--- config.mk ---
export PLATFORM = sky130hd
export DESIGN_NAME = dual_stage_wdog
export DESIGN_NICKNAME = d
export VERILOG_FILES = /design/src/rtl/dual_stage_wdog_pkg.sv /design/src/rtl/wdog_unlock.sv /design/src/rtl/wdog_prescaler.sv /design/src/rtl/wdog_stage_ctr.sv /design/src/rtl/dual_stage_wdog.sv
export SDC_FILE = /design/constraint.sdc
export NUM_CORES = 1
export LEC_CHECK = 0
export BUFFER_PORTS_ARGS = -buffer_cell sky130_fd_sc_hd__buf_2
export CAP_MARGIN = 0
export CORE_ASPECT_RATIO = 1.5
export CORE_MARGIN = 2
export CORE_UTILIZATION = 63
export DETAILED_ROUTE_END_ITERATION = 10
export GPL_TIMING_DRIVEN = 0
export HOLD_SLACK_MARGIN = 0.15
export PLACE_DENSITY = 0.95
export SLEW_MARGIN = 20
export SYNTH_ARGS = -nofsm -noshare
export SYNTH_HDL_FRONTEND = slang
export SYNTH_SLANG_ARGS = --single-unit
--- constraint.sdc ---
create_clock -name clk -period 5.63 [get_ports clk]
set_input_delay 0.8445 -clock clk [delete_from_list [all_inputs] [get_ports clk]]
set_output_delay 0.8445 -clock clk [all_outputs]
set_load 0.1 [all_outputs]
--- src/rtl/dual_stage_wdog_pkg.sv ---
package dual_stage_wdog_pkg;

  localparam int WORD_PRE1   = 0;
  localparam int WORD_PRE2   = 1;
  localparam int WORD_STAT   = 2;
  localparam int WORD_RELOAD = 3;
  localparam int WORD_CTRL   = 4;
  localparam int WORD_CFG    = 5;
  localparam int WORD_COUNT  = 6;

  localparam logic [7:0] KEY_FIRST  = 8'h80;
  localparam logic [7:0] KEY_SECOND = 8'h86;

  localparam int RLD_KICK_BIT  = 8;
  localparam int RLD_FLAG_BIT  = 9;
  localparam int CTL_LOCK_BIT  = 0;
  localparam int CTL_EN_BIT    = 1;
  localparam int CTL_MODE_BIT  = 2;
  localparam int CFG_BOOT_BIT  = 5;
  localparam int CFG_FAST_BIT  = 2;

  localparam logic [1:0] IRQ_LEVEL = 2'b00;
  localparam logic [1:0] IRQ_PULSE = 2'b01;

  typedef enum logic [1:0] {UL_IDLE, UL_HALF, UL_OPEN} unlock_e;
  typedef enum logic [1:0] {ST_ONE, ST_TWO, ST_DONE} stage_e;

endpackage

--- src/rtl/wdog_unlock.sv ---
module wdog_unlock
  import dual_stage_wdog_pkg::*;
#(
  parameter int IDX_W  = 3,
  parameter int DATA_W = 32
) (
  input  logic              clk,
  input  logic              rst,
  input  logic              wr_en,
  input  logic [IDX_W-1:0]  wr_idx,
  input  logic [DATA_W-1:0] wr_data,
  output logic              grant
);

  unlock_e state_q;
  logic    is_reload;
  logic    is_guarded;

  assign is_reload  = (wr_idx == IDX_W'(WORD_RELOAD));
  assign is_guarded = is_reload || (wr_idx == IDX_W'(WORD_PRE1)) ||
                      (wr_idx == IDX_W'(WORD_PRE2));
  assign grant      = wr_en && (state_q == UL_OPEN) && is_guarded;

  always_ff @(posedge clk) begin
    if (rst) begin
      state_q <= UL_IDLE;
    end else if (wr_en) begin
      if (state_q == UL_OPEN) begin
        state_q <= UL_IDLE;
      end else if (state_q == UL_HALF && is_reload &&
                   wr_data == DATA_W'(KEY_SECOND)) begin
        state_q <= UL_OPEN;
      end else if (is_reload && wr_data == DATA_W'(KEY_FIRST)) begin
        state_q <= UL_HALF;
      end else begin
        state_q <= UL_IDLE;
      end
    end
  end

  AST_OPEN_NEEDS_KEYS: assert property (@(posedge clk) disable iff (rst)
    (state_q == UL_OPEN && $past(state_q) != UL_OPEN) |->
      ($past(state_q) == UL_HALF && $past(wr_en) && $past(is_reload) &&
       $past(wr_data) == DATA_W'(KEY_SECOND)));

  AST_GRANT_USED_UP: assert property (@(posedge clk) disable iff (rst)
    grant |=> (state_q == UL_IDLE));

endmodule

--- src/rtl/wdog_prescaler.sv ---
module wdog_prescaler #(
  parameter int SLOW_LOG2 = 15,
  parameter int FAST_LOG2 = 5
) (
  input  logic clk,
  input  logic rst,
  input  logic run,
  input  logic clear,
  input  logic fast,
  output logic tick
);

  localparam logic [SLOW_LOG2-1:0] SLOW_MASK = {SLOW_LOG2{1'b1}};
  localparam logic [SLOW_LOG2-1:0] FAST_MASK = SLOW_LOG2'((1 << FAST_LOG2) - 1);

  logic [SLOW_LOG2-1:0] cnt_q;
  logic [SLOW_LOG2-1:0] mask;

  assign mask = fast ? FAST_MASK : SLOW_MASK;
  assign tick = run && ((cnt_q & mask) == mask);

  always_ff @(posedge clk) begin
    if (rst || !run || clear) begin
      cnt_q <= '0;
    end else begin
      cnt_q <= cnt_q + 1'b1;
    end
  end

  AST_TICK_SPACED: assert property (@(posedge clk) disable iff (rst)
    tick |=> !tick);

endmodule

--- src/rtl/wdog_stage_ctr.sv ---
module wdog_stage_ctr
  import dual_stage_wdog_pkg::*;
#(
  parameter int CNT_W = 20
) (
  input  logic             clk,
  input  logic             rst,
  input  logic             run,
  input  logic             restart,
  input  logic             tick,
  input  logic             periodic,
  input  logic [CNT_W-1:0] pre1,
  input  logic [CNT_W-1:0] pre2,
  output logic [CNT_W-1:0] count,
  output stage_e           stage,
  output logic             s1_exp,
  output logic             s2_exp
);

  logic [CNT_W-1:0] count_q;
  stage_e           stage_q;
  logic             at_end;
  logic             step;

  assign at_end = (count_q <= CNT_W'(1));
  assign step   = run && !restart && tick;
  assign s1_exp = step && (stage_q == ST_ONE) && at_end;
  assign s2_exp = step && (stage_q == ST_TWO) && at_end;
  assign count  = count_q;
  assign stage  = stage_q;

  always_ff @(posedge clk) begin
    if (rst) begin
      count_q <= '0;
      stage_q <= ST_ONE;
    end else if (!run || restart) begin
      count_q <= pre1;
      stage_q <= ST_ONE;
    end else if (tick) begin
      case (stage_q)
        ST_ONE: begin
          if (!at_end) begin
            count_q <= count_q - 1'b1;
          end else if (periodic) begin
            count_q <= pre1;
          end else begin
            count_q <= pre2;
            stage_q <= ST_TWO;
          end
        end
        ST_TWO: begin
          if (!at_end) begin
            count_q <= count_q - 1'b1;
          end else begin
            count_q <= '0;
            stage_q <= ST_DONE;
          end
        end
        default: begin
          count_q <= count_q;
        end
      endcase
    end
  end

  AST_IDLE_HOLDS_PRE1: assert property (@(posedge clk) disable iff (rst)
    !run |=> (count_q == $past(pre1) && stage_q == ST_ONE));

  AST_STAGE_TWO_NEXT: assert property (@(posedge clk) disable iff (rst)
    (s1_exp && !periodic) |=> (stage_q == ST_TWO));

  AST_TIMER_NO_STAGE2: assert property (@(posedge clk) disable iff (rst)
    (s1_exp && periodic) |=> (stage_q == ST_ONE));

endmodule

--- src/rtl/dual_stage_wdog.sv ---
module dual_stage_wdog
  import dual_stage_wdog_pkg::*;
#(
  parameter int               IDX_W         = 3,
  parameter int               DATA_W        = 32,
  parameter int               CNT_W         = 20,
  parameter int               DIV_SLOW_LOG2 = 15,
  parameter int               DIV_FAST_LOG2 = 5,
  parameter logic [CNT_W-1:0] PRE1_RST      = 20'h03C00,
  parameter logic [CNT_W-1:0] PRE2_RST      = 20'h03C00
) (
  input  logic              clk,
  input  logic              rst,
  input  logic              por,
  input  logic              wr_en,
  input  logic              rd_en,
  input  logic [IDX_W-1:0]  addr,
  input  logic [DATA_W-1:0] wdata,
  output logic [DATA_W-1:0] rdata,
  output logic              irq,
  output logic              rst_req
);

  localparam int STAGE_BIT = CNT_W;

  logic             rst_any;
  logic             grant;
  logic             tick;
  logic             restart;
  logic             s1_exp, s2_exp;
  logic [CNT_W-1:0] count;
  stage_e           stage;

  logic [CNT_W-1:0]  pre1_q, pre2_q;
  logic              status_q, status_d;
  logic              flag_q;
  logic              lock_q, en_q, mode_q;
  logic              boot_q, fast_q;
  logic [1:0]        itype_q;
  logic              irq_q, rst_req_q;
  logic [DATA_W-1:0] rdata_q, rd_next;

  logic wr_stat, wr_ctrl, wr_cfg, g_pre1, g_pre2, g_rld;

  assign rst_any = rst | por;

  assign wr_stat = wr_en && (addr == IDX_W'(WORD_STAT));
  assign wr_ctrl = wr_en && (addr == IDX_W'(WORD_CTRL));
  assign wr_cfg  = wr_en && (addr == IDX_W'(WORD_CFG));
  assign g_pre1  = grant && (addr == IDX_W'(WORD_PRE1));
  assign g_pre2  = grant && (addr == IDX_W'(WORD_PRE2));
  assign g_rld   = grant && (addr == IDX_W'(WORD_RELOAD));
  assign restart = g_rld && wdata[RLD_KICK_BIT];

  wdog_unlock #(.IDX_W(IDX_W), .DATA_W(DATA_W)) u_unlock (
    .clk     (clk),
    .rst     (rst_any),
    .wr_en   (wr_en),
    .wr_idx  (addr),
    .wr_data (wdata),
    .grant   (grant)
  );

  wdog_prescaler #(.SLOW_LOG2(DIV_SLOW_LOG2), .FAST_LOG2(DIV_FAST_LOG2)) u_presc (
    .clk   (clk),
    .rst   (rst_any),
    .run   (en_q),
    .clear (restart),
    .fast  (fast_q),
    .tick  (tick)
  );

  wdog_stage_ctr #(.CNT_W(CNT_W)) u_ctr (
    .clk      (clk),
    .rst      (rst_any),
    .run      (en_q),
    .restart  (restart),
    .tick     (tick),
    .periodic (mode_q),
    .pre1     (pre1_q),
    .pre2     (pre2_q),
    .count    (count),
    .stage    (stage),
    .s1_exp   (s1_exp),
    .s2_exp   (s2_exp)
  );

  always_comb begin
    status_d = status_q;
    if (wr_stat && wdata[0]) status_d = 1'b0;
    if (s1_exp && !itype_q[1]) status_d = 1'b1;
  end

  always_ff @(posedge clk) begin
    if (rst_any) begin
      pre1_q    <= PRE1_RST;
      pre2_q    <= PRE2_RST;
      status_q  <= 1'b0;
      lock_q    <= 1'b0;
      en_q      <= 1'b0;
      mode_q    <= 1'b0;
      boot_q    <= 1'b0;
      fast_q    <= 1'b0;
      itype_q   <= IRQ_LEVEL;
      irq_q     <= 1'b0;
      rst_req_q <= 1'b0;
    end else begin
      if (g_pre1) pre1_q <= wdata[CNT_W-1:0];
      if (g_pre2) pre2_q <= wdata[CNT_W-1:0];
      status_q <= status_d;
      if (wr_ctrl) begin
        lock_q <= lock_q | wdata[CTL_LOCK_BIT];
        en_q   <= lock_q ? (en_q | wdata[CTL_EN_BIT]) : wdata[CTL_EN_BIT];
        mode_q <= lock_q ? mode_q : wdata[CTL_MODE_BIT];
      end
      if (wr_cfg) begin
        boot_q  <= lock_q ? (boot_q | wdata[CFG_BOOT_BIT]) : wdata[CFG_BOOT_BIT];
        fast_q  <= wdata[CFG_FAST_BIT];
        itype_q <= wdata[1:0];
      end
      if (itype_q == IRQ_LEVEL) begin
        irq_q <= status_d;
      end else if (itype_q == IRQ_PULSE) begin
        irq_q <= s1_exp;
      end else begin
        irq_q <= 1'b0;
      end
      if (s2_exp && boot_q && !mode_q) rst_req_q <= 1'b1;
    end
  end

  always_ff @(posedge clk) begin
    if (por) begin
      flag_q <= 1'b0;
    end else if (s2_exp) begin
      flag_q <= 1'b1;
    end else if (!rst && g_rld && wdata[RLD_FLAG_BIT]) begin
      flag_q <= 1'b0;
    end
  end

  always_comb begin
    rd_next = '0;
    case (addr)
      IDX_W'(WORD_PRE1):   rd_next[CNT_W-1:0] = pre1_q;
      IDX_W'(WORD_PRE2):   rd_next[CNT_W-1:0] = pre2_q;
      IDX_W'(WORD_STAT):   rd_next[0] = status_q;
      IDX_W'(WORD_RELOAD): rd_next[RLD_FLAG_BIT] = flag_q;
      IDX_W'(WORD_CTRL): begin
        rd_next[CTL_LOCK_BIT] = lock_q;
        rd_next[CTL_EN_BIT]   = en_q;
        rd_next[CTL_MODE_BIT] = mode_q;
      end
      IDX_W'(WORD_CFG): begin
        rd_next[CFG_BOOT_BIT] = boot_q;
        rd_next[CFG_FAST_BIT] = fast_q;
        rd_next[1:0]          = itype_q;
      end
      IDX_W'(WORD_COUNT): begin
        rd_next[CNT_W-1:0] = count;
        rd_next[STAGE_BIT] = (stage == ST_TWO);
      end
      default: rd_next = '0;
    endcase
  end

  always_ff @(posedge clk) begin
    if (rst_any) begin
      rdata_q <= '0;
    end else if (rd_en) begin
      rdata_q <= rd_next;
    end
  end

  assign rdata   = rdata_q;
  assign irq     = irq_q;
  assign rst_req = rst_req_q;

  AST_RSTREQ_STICKY: assert property (@(posedge clk) disable iff (rst_any)
    rst_req_q |=> rst_req_q);

  AST_LOCK_STAYS: assert property (@(posedge clk) disable iff (rst_any)
    lock_q |=> lock_q);

  AST_LOCKED_EN_STAYS: assert property (@(posedge clk) disable iff (rst_any)
    (lock_q && en_q) |=> en_q);

  AST_LOCKED_BOOT_STAYS: assert property (@(posedge clk) disable iff (rst_any)
    (lock_q && boot_q) |=> boot_q);

  AST_NO_IRQ_TYPE: assert property (@(posedge clk) disable iff (rst_any)
    itype_q[1] |=> !irq_q);

  AST_FLAG_KEEPS_ON_RST: assert property (@(posedge clk) disable iff (por)
    (rst && flag_q) |=> flag_q);

  AST_TIMER_NO_RESET: assert property (@(posedge clk) disable iff (rst_any)
    (mode_q && !rst_req_q) |=> !rst_req_q);

endmodule

After elaboration in Yosys (flattened, before gate mapping)

Index checks and enable logic that the tools add are counted.

Register bits after elaboration: 111
Input bits: 40
Output and inout port bits: 34
Logic and storage cells: 118

Add/sub/neg operators: 2
$lt $le $gt $ge: 1
Equal/unequal tests: 16
Muxes and demuxes: 30
Bitwise logic cells: 6
Reduce and logical (&&, ||, !) cells: 46

Operators by type and width:

| operator                                                                | number |
|---|---|
| 20-bit two-way mux                                                      | 5 |
| 32-bit by 8-bit == test with 1-bit output (second input constant)       | 2 |
| 20-bit one-hot mux with 2 select lines                                  | 1 |
| 10-bit one-hot mux with 3 select lines                                  | 1 |
| 1-bit logical AND                                                       | 25 |
| 20-bit by 1-bit <= comparator with 1-bit output (second input constant) | 1 |
| 20-bit by 1-bit subtractor with 20-bit output (second input constant)   | 1 |
| 15-bit by 1-bit adder with 15-bit output (second input constant)        | 1 |
| 15-bit bitwise AND                                                      | 1 |
| 15-bit == test                                                          | 1 |
| 15-bit two-way mux                                                      | 1 |
| 1-bit two-way mux                                                       | 10 |
| 2-bit two-way mux                                                       | 5 |
| 2-bit one-hot mux with 5 select lines                                   | 1 |
| 3-bit == test (second input constant)                                   | 3 |
| 3-bit one-hot mux with 3 select lines                                   | 1 |
| 1-bit one-hot mux with 4 select lines                                   | 2 |
| 2-bit by 1-bit == test with 1-bit output (second input constant)        | 3 |
| 3-bit by 2-bit == test with 1-bit output (second input constant)        | 2 |
| 1-bit one-hot mux with 6 select lines                                   | 1 |
| 2-bit one-hot mux with 3 select lines                                   | 1 |
| 2-bit nonzero test                                                      | 3 |
| 1-bit logical NOT                                                       | 5 |
| 1-bit logical OR                                                        | 5 |
| other kinds (13)                                                        | 19 |

Longest topological paths before layout

Word-level depth: 14
Depth in mapped cells: 9
Depth with buffers taken out: 8

Modules after synthesis

Synthesis repeated with hierarchy kept, for this count alone.

Cell total of the unflattened synthesis: 726
Area, all modules: 6,214.7 sq um

Modules (own cells, without submodules):

| module          | instances | cells each | area an instance (sq um) | sequential area each (sq um) |
|---|---|---|---|---|
| dual_stage_wdog | 1         | 387        | 3,420.8                  | 1,441.4 |
| wdog_stage_ctr  | 1         | 238        | 1,898.1                  | 440.4 |
| wdog_prescaler  | 1         | 78         | 695.7                    | 300.3 |
| wdog_unlock     | 1         | 23         | 200.2                    | 40.0 |

Least setup slack after synthesis

Ideal clock, no wire load.

Path type: input to register
Start: input addr[2]
End: register u_ctr.stage_q[1] (netlist: u_ctr.stage[1])
Library setup time: 128 ps
Arrival: 2,481 ps
Required time: 5,502 ps
Path slack: 3,022 ps
Stages: 7
Path buffers: 2
Cells stage by stage: nor4bb_1 > nand4_1 > and2_1 > clkbuf_1 > nand2_1 > clkbuf_1 > nor2_1

Longest elaborated chain between the ends: 8
Elaborated cells on any way between the ends: 10
Classes of those cells: 2 x eq/ne; 8 x reduce/logical

Ends and longest elaborated chain:

| element                                                                       | line                                                        | source |
|---|---|---|
| start, declared                                                               | dual_stage_wdog.sv:17                                       | `input logic [IDX_W-1:0] addr,` |
| 3-bit by 2-bit == test with 1-bit output or 3-bit logical NOT (tied branches) | wdog_unlock.sv:19, dual_stage_wdog.sv:52, wdog_unlock.sv:20 |  |
| 1-bit logical OR (2 in a row)                                                 | wdog_unlock.sv:20                                           | `assign is_guarded = is_reload \|\| (wr_idx == IDX_W'(WORD_PRE1)) \|\|` |
| 1-bit logical AND                                                             | wdog_unlock.sv:22                                           | `assign grant = wr_en && (state_q == UL_OPEN) && is_guarded;` |
| 1-bit logical AND *                                                           | dual_stage_wdog.sv:52                                       | `assign g_rld = grant && (addr == IDX_W'(WORD_RELOAD));` |
| 1-bit logical AND *                                                           | dual_stage_wdog.sv:53                                       | `assign restart = g_rld && wdata[RLD_KICK_BIT];` |
| 1-bit logical OR *                                                            | wdog_stage_ctr.sv:36                                        | `end else if (!run \|\| restart) begin` |
| 2-bit OR reduction (no source line) *                                         | -                                                           |  |
| end signal, assigned                                                          | wdog_stage_ctr.sv:35                                        | `stage_q <= ST_ONE;` |
| end signal, assigned                                                          | wdog_stage_ctr.sv:38                                        | `stage_q <= ST_ONE;` |
| end signal, assigned                                                          | wdog_stage_ctr.sv:48                                        | `stage_q <= ST_TWO;` |
| end, declared                                                                 | wdog_stage_ctr.sv:21                                        | `stage_e stage_q;` |

Every way passes the cells marked *; elsewhere a longest branch is shown, timed or not.
A chain may end at the register's enable or synchronous reset.

Worst setup path in the final report

Start: input addr[2]
End: register u_presc.cnt_q[10]

Longest elaborated chain between the ends: 7
Elaborated cells on any way between the ends: 9
Classes of those cells: 2 x eq/ne; 7 x reduce/logical

Ends and longest elaborated chain:

| element                                                                       | line                                                        | source |
|---|---|---|
| 3-bit by 2-bit == test with 1-bit output or 3-bit logical NOT (tied branches) | wdog_unlock.sv:19, dual_stage_wdog.sv:52, wdog_unlock.sv:20 |  |
| 1-bit logical OR (2 in a row)                                                 | wdog_unlock.sv:20                                           |  |
| 1-bit logical AND                                                             | wdog_unlock.sv:22                                           |  |
| 1-bit logical AND *                                                           | dual_stage_wdog.sv:52                                       |  |
| 1-bit logical AND *                                                           | dual_stage_wdog.sv:53                                       |  |
| 1-bit logical OR *                                                            | wdog_prescaler.sv:23                                        | `if (rst \|\| !run \|\| clear) begin` |
| end signal, assigned                                                          | wdog_prescaler.sv:26                                        | `cnt_q <= cnt_q + 1'b1;` |
| end, declared                                                                 | wdog_prescaler.sv:16                                        | `logic [SLOW_LOG2-1:0] cnt_q;` |

Marks and branches as above.

==> results summary <==
The flow ran to the end, and the final reports show no timing, DRC or antenna violations. The top-level port count came out at 74. The violation count after the first detailed-routing iteration came out at 747. The maximum buffer depth of the clock tree came out at 2. From left edge to right edge, the die measures 81.7 µm. The worst setup path is captured at a register. The H-tree was split into 3 levels. The global-route usage over all layers came out at 37.8%.

The net count of the finished layout is 844. The worst hold slack is 0.480 ns. At the worst endpoint, the required time is 5.86 ns. Ranked by total cell area, the synthesized netlist is headed by sky130_fd_sc_hd__dfxtp_1, sky130_fd_sc_hd__nand2_1, sky130_fd_sc_hd__nor2_1. The part of the Yosys area used for sequential elements is 39.0%. The slowest stage of the critical path is the sky130_fd_sc_hd__nor4bb_1 cell.

TritonCTS built the clock tree. The number of nets with antenna violations after detailed routing is 0. The count of yosys warnings during synthesis is 0. The critical path in this run is classified as input pin to register. The leading cell type in the layout, fill and taps excluded is sky130_fd_sc_hd__nand2_1. The highest clock rate came out at 0.303 GHz. The post-synthesis share of cell area spent on and, or, nand and nor gates came out at 24.5%. The congestion estimate from routability-driven global placement came to 0.985.

The analysis attributes to cell leakage a power of 2.40 nW. The final routed DRC violation total came out at 0. The post-route cell area came out at 0.00646 mm². The synthesized netlist devotes 18.5% of its cell area to compound gates. The cell area that synthesis handed to floorplanning was 0.00570 mm².

The setup skew after layout is 0.00584 ns. The via-per-instance ratio is 6.36. The aggregate routed wire length came out at 18.3 mm. The number of enable-type register cells in the synthesized netlist came out at 0.

The logic depth of the worst register-to-register path came out at 8. STA classifies the critical path startpoint as an input pin. The multiplexer share of the synthesized area is 7.76%. The total of fill cells in the finished design came out at 744.

The floorplan has 42 rows. The count of hold-fix buffers inserted at cts is 0. In the layout the commonest cells are sky130_fd_sc_hd__nand2_1, sky130_fd_sc_hd__dfxtp_1, sky130_fd_sc_hd__nor2_1. The relative max-transition margin came out at 30.2%. The largest stage delay on the critical path came out at 0.87 ns.

The post-route netlist has 15.8% of its cells at a drive strength greater than 1. The synthesized netlist devotes 3.69% of its cell area to XOR and XNOR gates. The post-synthesis cell type count is 61. The most numerous cell type found on the critical path is sky130_fd_sc_hd__clkbuf_1. Summing internal, switching and leakage power gives 0.00160 W. The total clock sinks is 111.

The time the final worst path needs with I/O delays and setup came out at 3.30 ns. The destination of the worst hold path is pre2_q[14]. At the placement stage, the worst setup path has a slack of 1.99 ns.

The most used flip-flop cell after synthesis is sky130_fd_sc_hd__dfxtp_1. The number of CTS-inserted buffers is 9. The mean post-synth cell area is 7.92 µm². The number of failing setup endpoints in the final timing report came out at 0. The relative area change from synthesis to final layout is 13.2%. The clock latency on the worst-skew pair is 0.35 ns. The measured slew at the worst slew-check pin came out at 1.03 ns. The die covers 0.00985 mm². The number of global-route vias before repair came out at 5762. The number of flip-flops and latches in the synthesized netlist is 111. For this design the ratio of total power to cell area is 248 mW/mm². The final hold violation count is 0. The detailed router placed 5824 vias in this run. The data arrival time of the critical path came out at 3.53 ns. The post-DP HPWL came out at 13.5 mm.

The count of buffers from port buffering is 60. The tightest min-delay check is of the register to register type. The total iterations of the first detailed-routing run is 5. The total setup buffers inserted after CTS is 0. The startpoint identified for the worst register-to-register timing path is u_ctr.count[5]. The first-pass GRT wire length came out at 28.2 mm. The endpoint of the worst-slack reg-to-reg timing path is u_ctr.count[6]. The effective utilization at floorplan is 64.6%. The die span in y came out at 121 µm. The final count of pins violating max slew came out at 0.

Of the total synthesized cell area, the portion taken by full adders, half adders and majority gates is 0.658%. The peak supply drop came out at 0.201 mV. The maximum fanout count along the critical path came out at 10. The setup slack after layout came out at 2.33 ns. The standard cell core area came out at 0.00883 mm². The largest total area in the synthesized netlist belongs to sky130_fd_sc_hd__dfxtp_1. The flop-to-flop setup slack is 2.53 ns. Summed over all failing endpoints, the final setup total negative slack is 0 ns. The cell at the root of the clock tree is sky130_fd_sc_hd__clkbuf_16.

Once the clock tree was built, the resizer swapped 0 gates to a different size. The tool flagged a number of max-cap violations equal to 0. The largest net degree at the start of global routing came out at 18. The proportion of netlist area held by the largest area contributor came out at 39.0%. The number of antenna violations at the first check in global routing came out at 0. The critical path startpoint is addr[2]. After detailed routing, the average wire length per cell comes to 20.0 µm. The largest family of logic cells by synthesized area is simple AND/OR/NAND/NOR gates. The proportion of synthesized flip-flops having asynchronous set or reset is 0%. The critical path goes through buf_2 > nor4bb_1 > nand4_1 > and2_1 > clkbuf_1 > nand2_1 > clkbuf_1 > nor2_1. The antenna diode instance count came out at 0. The remaining global-route overflow is 0.

The count of cells along the worst hold path came out at 2. Clock-pin slew was measured on the worst setup and hold paths at 0.07 ns. Setup repair after global routing left no endpoint under its margin. The period utilization is 58.6%.

After detailed placement, the total cell area comes to 0.00618 mm². The cell count after synthesis is 720. The startpoint identified for the worst hold timing path is pre2_q[14].
[power breakdown]
part | internal [W] | switching, W | leakage (nW)
clock network | 0.000314 | 0.000294 | 0.125
logic | 0.0000494 | 0.000151 | 1.38
registers | 0.000791 | 0.00000480 | 0.897
total | 0.00115 | 0.000450 | 2.40
[synthesized netlist by cell type, types with 12 or more instances]
cell and n:
sky130_fd_sc_hd__a211oi_1 22, sky130_fd_sc_hd__a21oi_1 55, sky130_fd_sc_hd__a22oi_1 18, sky130_fd_sc_hd__buf_4 12
sky130_fd_sc_hd__clkbuf_1 35, sky130_fd_sc_hd__dfxtp_1 111, sky130_fd_sc_hd__mux2_2 22, sky130_fd_sc_hd__mux2i_1 15
sky130_fd_sc_hd__nand2_1 122, sky130_fd_sc_hd__nand3_1 29, sky130_fd_sc_hd__nor2_1 82, sky130_fd_sc_hd__nor3_1 15
sky130_fd_sc_hd__o21ai_0 33, sky130_fd_sc_hd__xor2_1 14
[cell type report]
class	count	area (µm²)	area share, %
clock inverter	4	31.3	0.484
multi-input combinational	550	3180	49.3
inverter	7	26.3	0.407
timing repair buffer	60	300	4.65
sequential	111	2220	34.4
buffer	62	312	4.82
tap	110	138	2.13
clock buffer	12	246	3.82
[logic make-up after synthesis]
kind of cell | Yosys count
adders and majority gates | 3
AOI/OAI and AO/OA | 168
buffers and inverters | 69
other | 1
muxes | 39
xor gates and xnor gates | 24
and+or+nand+nor | 305
DFF | 111
[critical path: cells and delay by family]
kind | cells | cell delay (ns)
AND/OR/NAND/NOR | 5 | 1.93
buffers and inverters | 3 | 0.74
[stage by stage]
step	util (%)	instances
after floorplan	-	730
after global placement	70.0	900
after detailed placement	70.0	900
after CTS	73.1	916
after global routing	73.1	916
final	73.1	916
[routing by layer]
layer,global-route usage (%),vias up,wire (µm)
li1,-,2675,-
met2,61.4,395,8950
met4,26.4,0,1140
met5,0,-,0
met3,7.46,91,1520
met1,43.6,2663,6710
[state kept, by name, indices dropped and copies added, names as in the netlist]
| signal | cells |
|---|---|
| boot_q | 1 |
| en_q | 1 |
| fast_q | 1 |
| flag_q | 1 |
| irq | 1 |
| itype_q | 2 |
| lock_q | 1 |
| mode_q | 1 |
| pre1_q | 20 |
| pre2_q | 20 |
| rdata | 21 |
| rst_req | 1 |
| status_q | 1 |
| u_ctr.count | 20 |
| u_ctr.stage | 2 |
| u_presc.cnt_q | 15 |
| u_unlock.state_q | 2 |
[worst max-delay path by stage]
stage / endpoint / slack, ns / cells after the start
3_5_place_dp: u_presc.cnt_q[10] / 1.99 / 8
4_1_cts: u_presc.cnt_q[10] / 2.35 / 8
5_1_grt: u_presc.cnt_q[10] / 2.12 / 8
6_report: u_presc.cnt_q[10] / 2.33 / 8
3_3_place_gp: u_presc.cnt_q[13] / 2.04 / 8
2_1_floorplan: u_ctr.stage[1] / 3.02 / 7
Note: power is estimated with default switching activity, not from simulation.
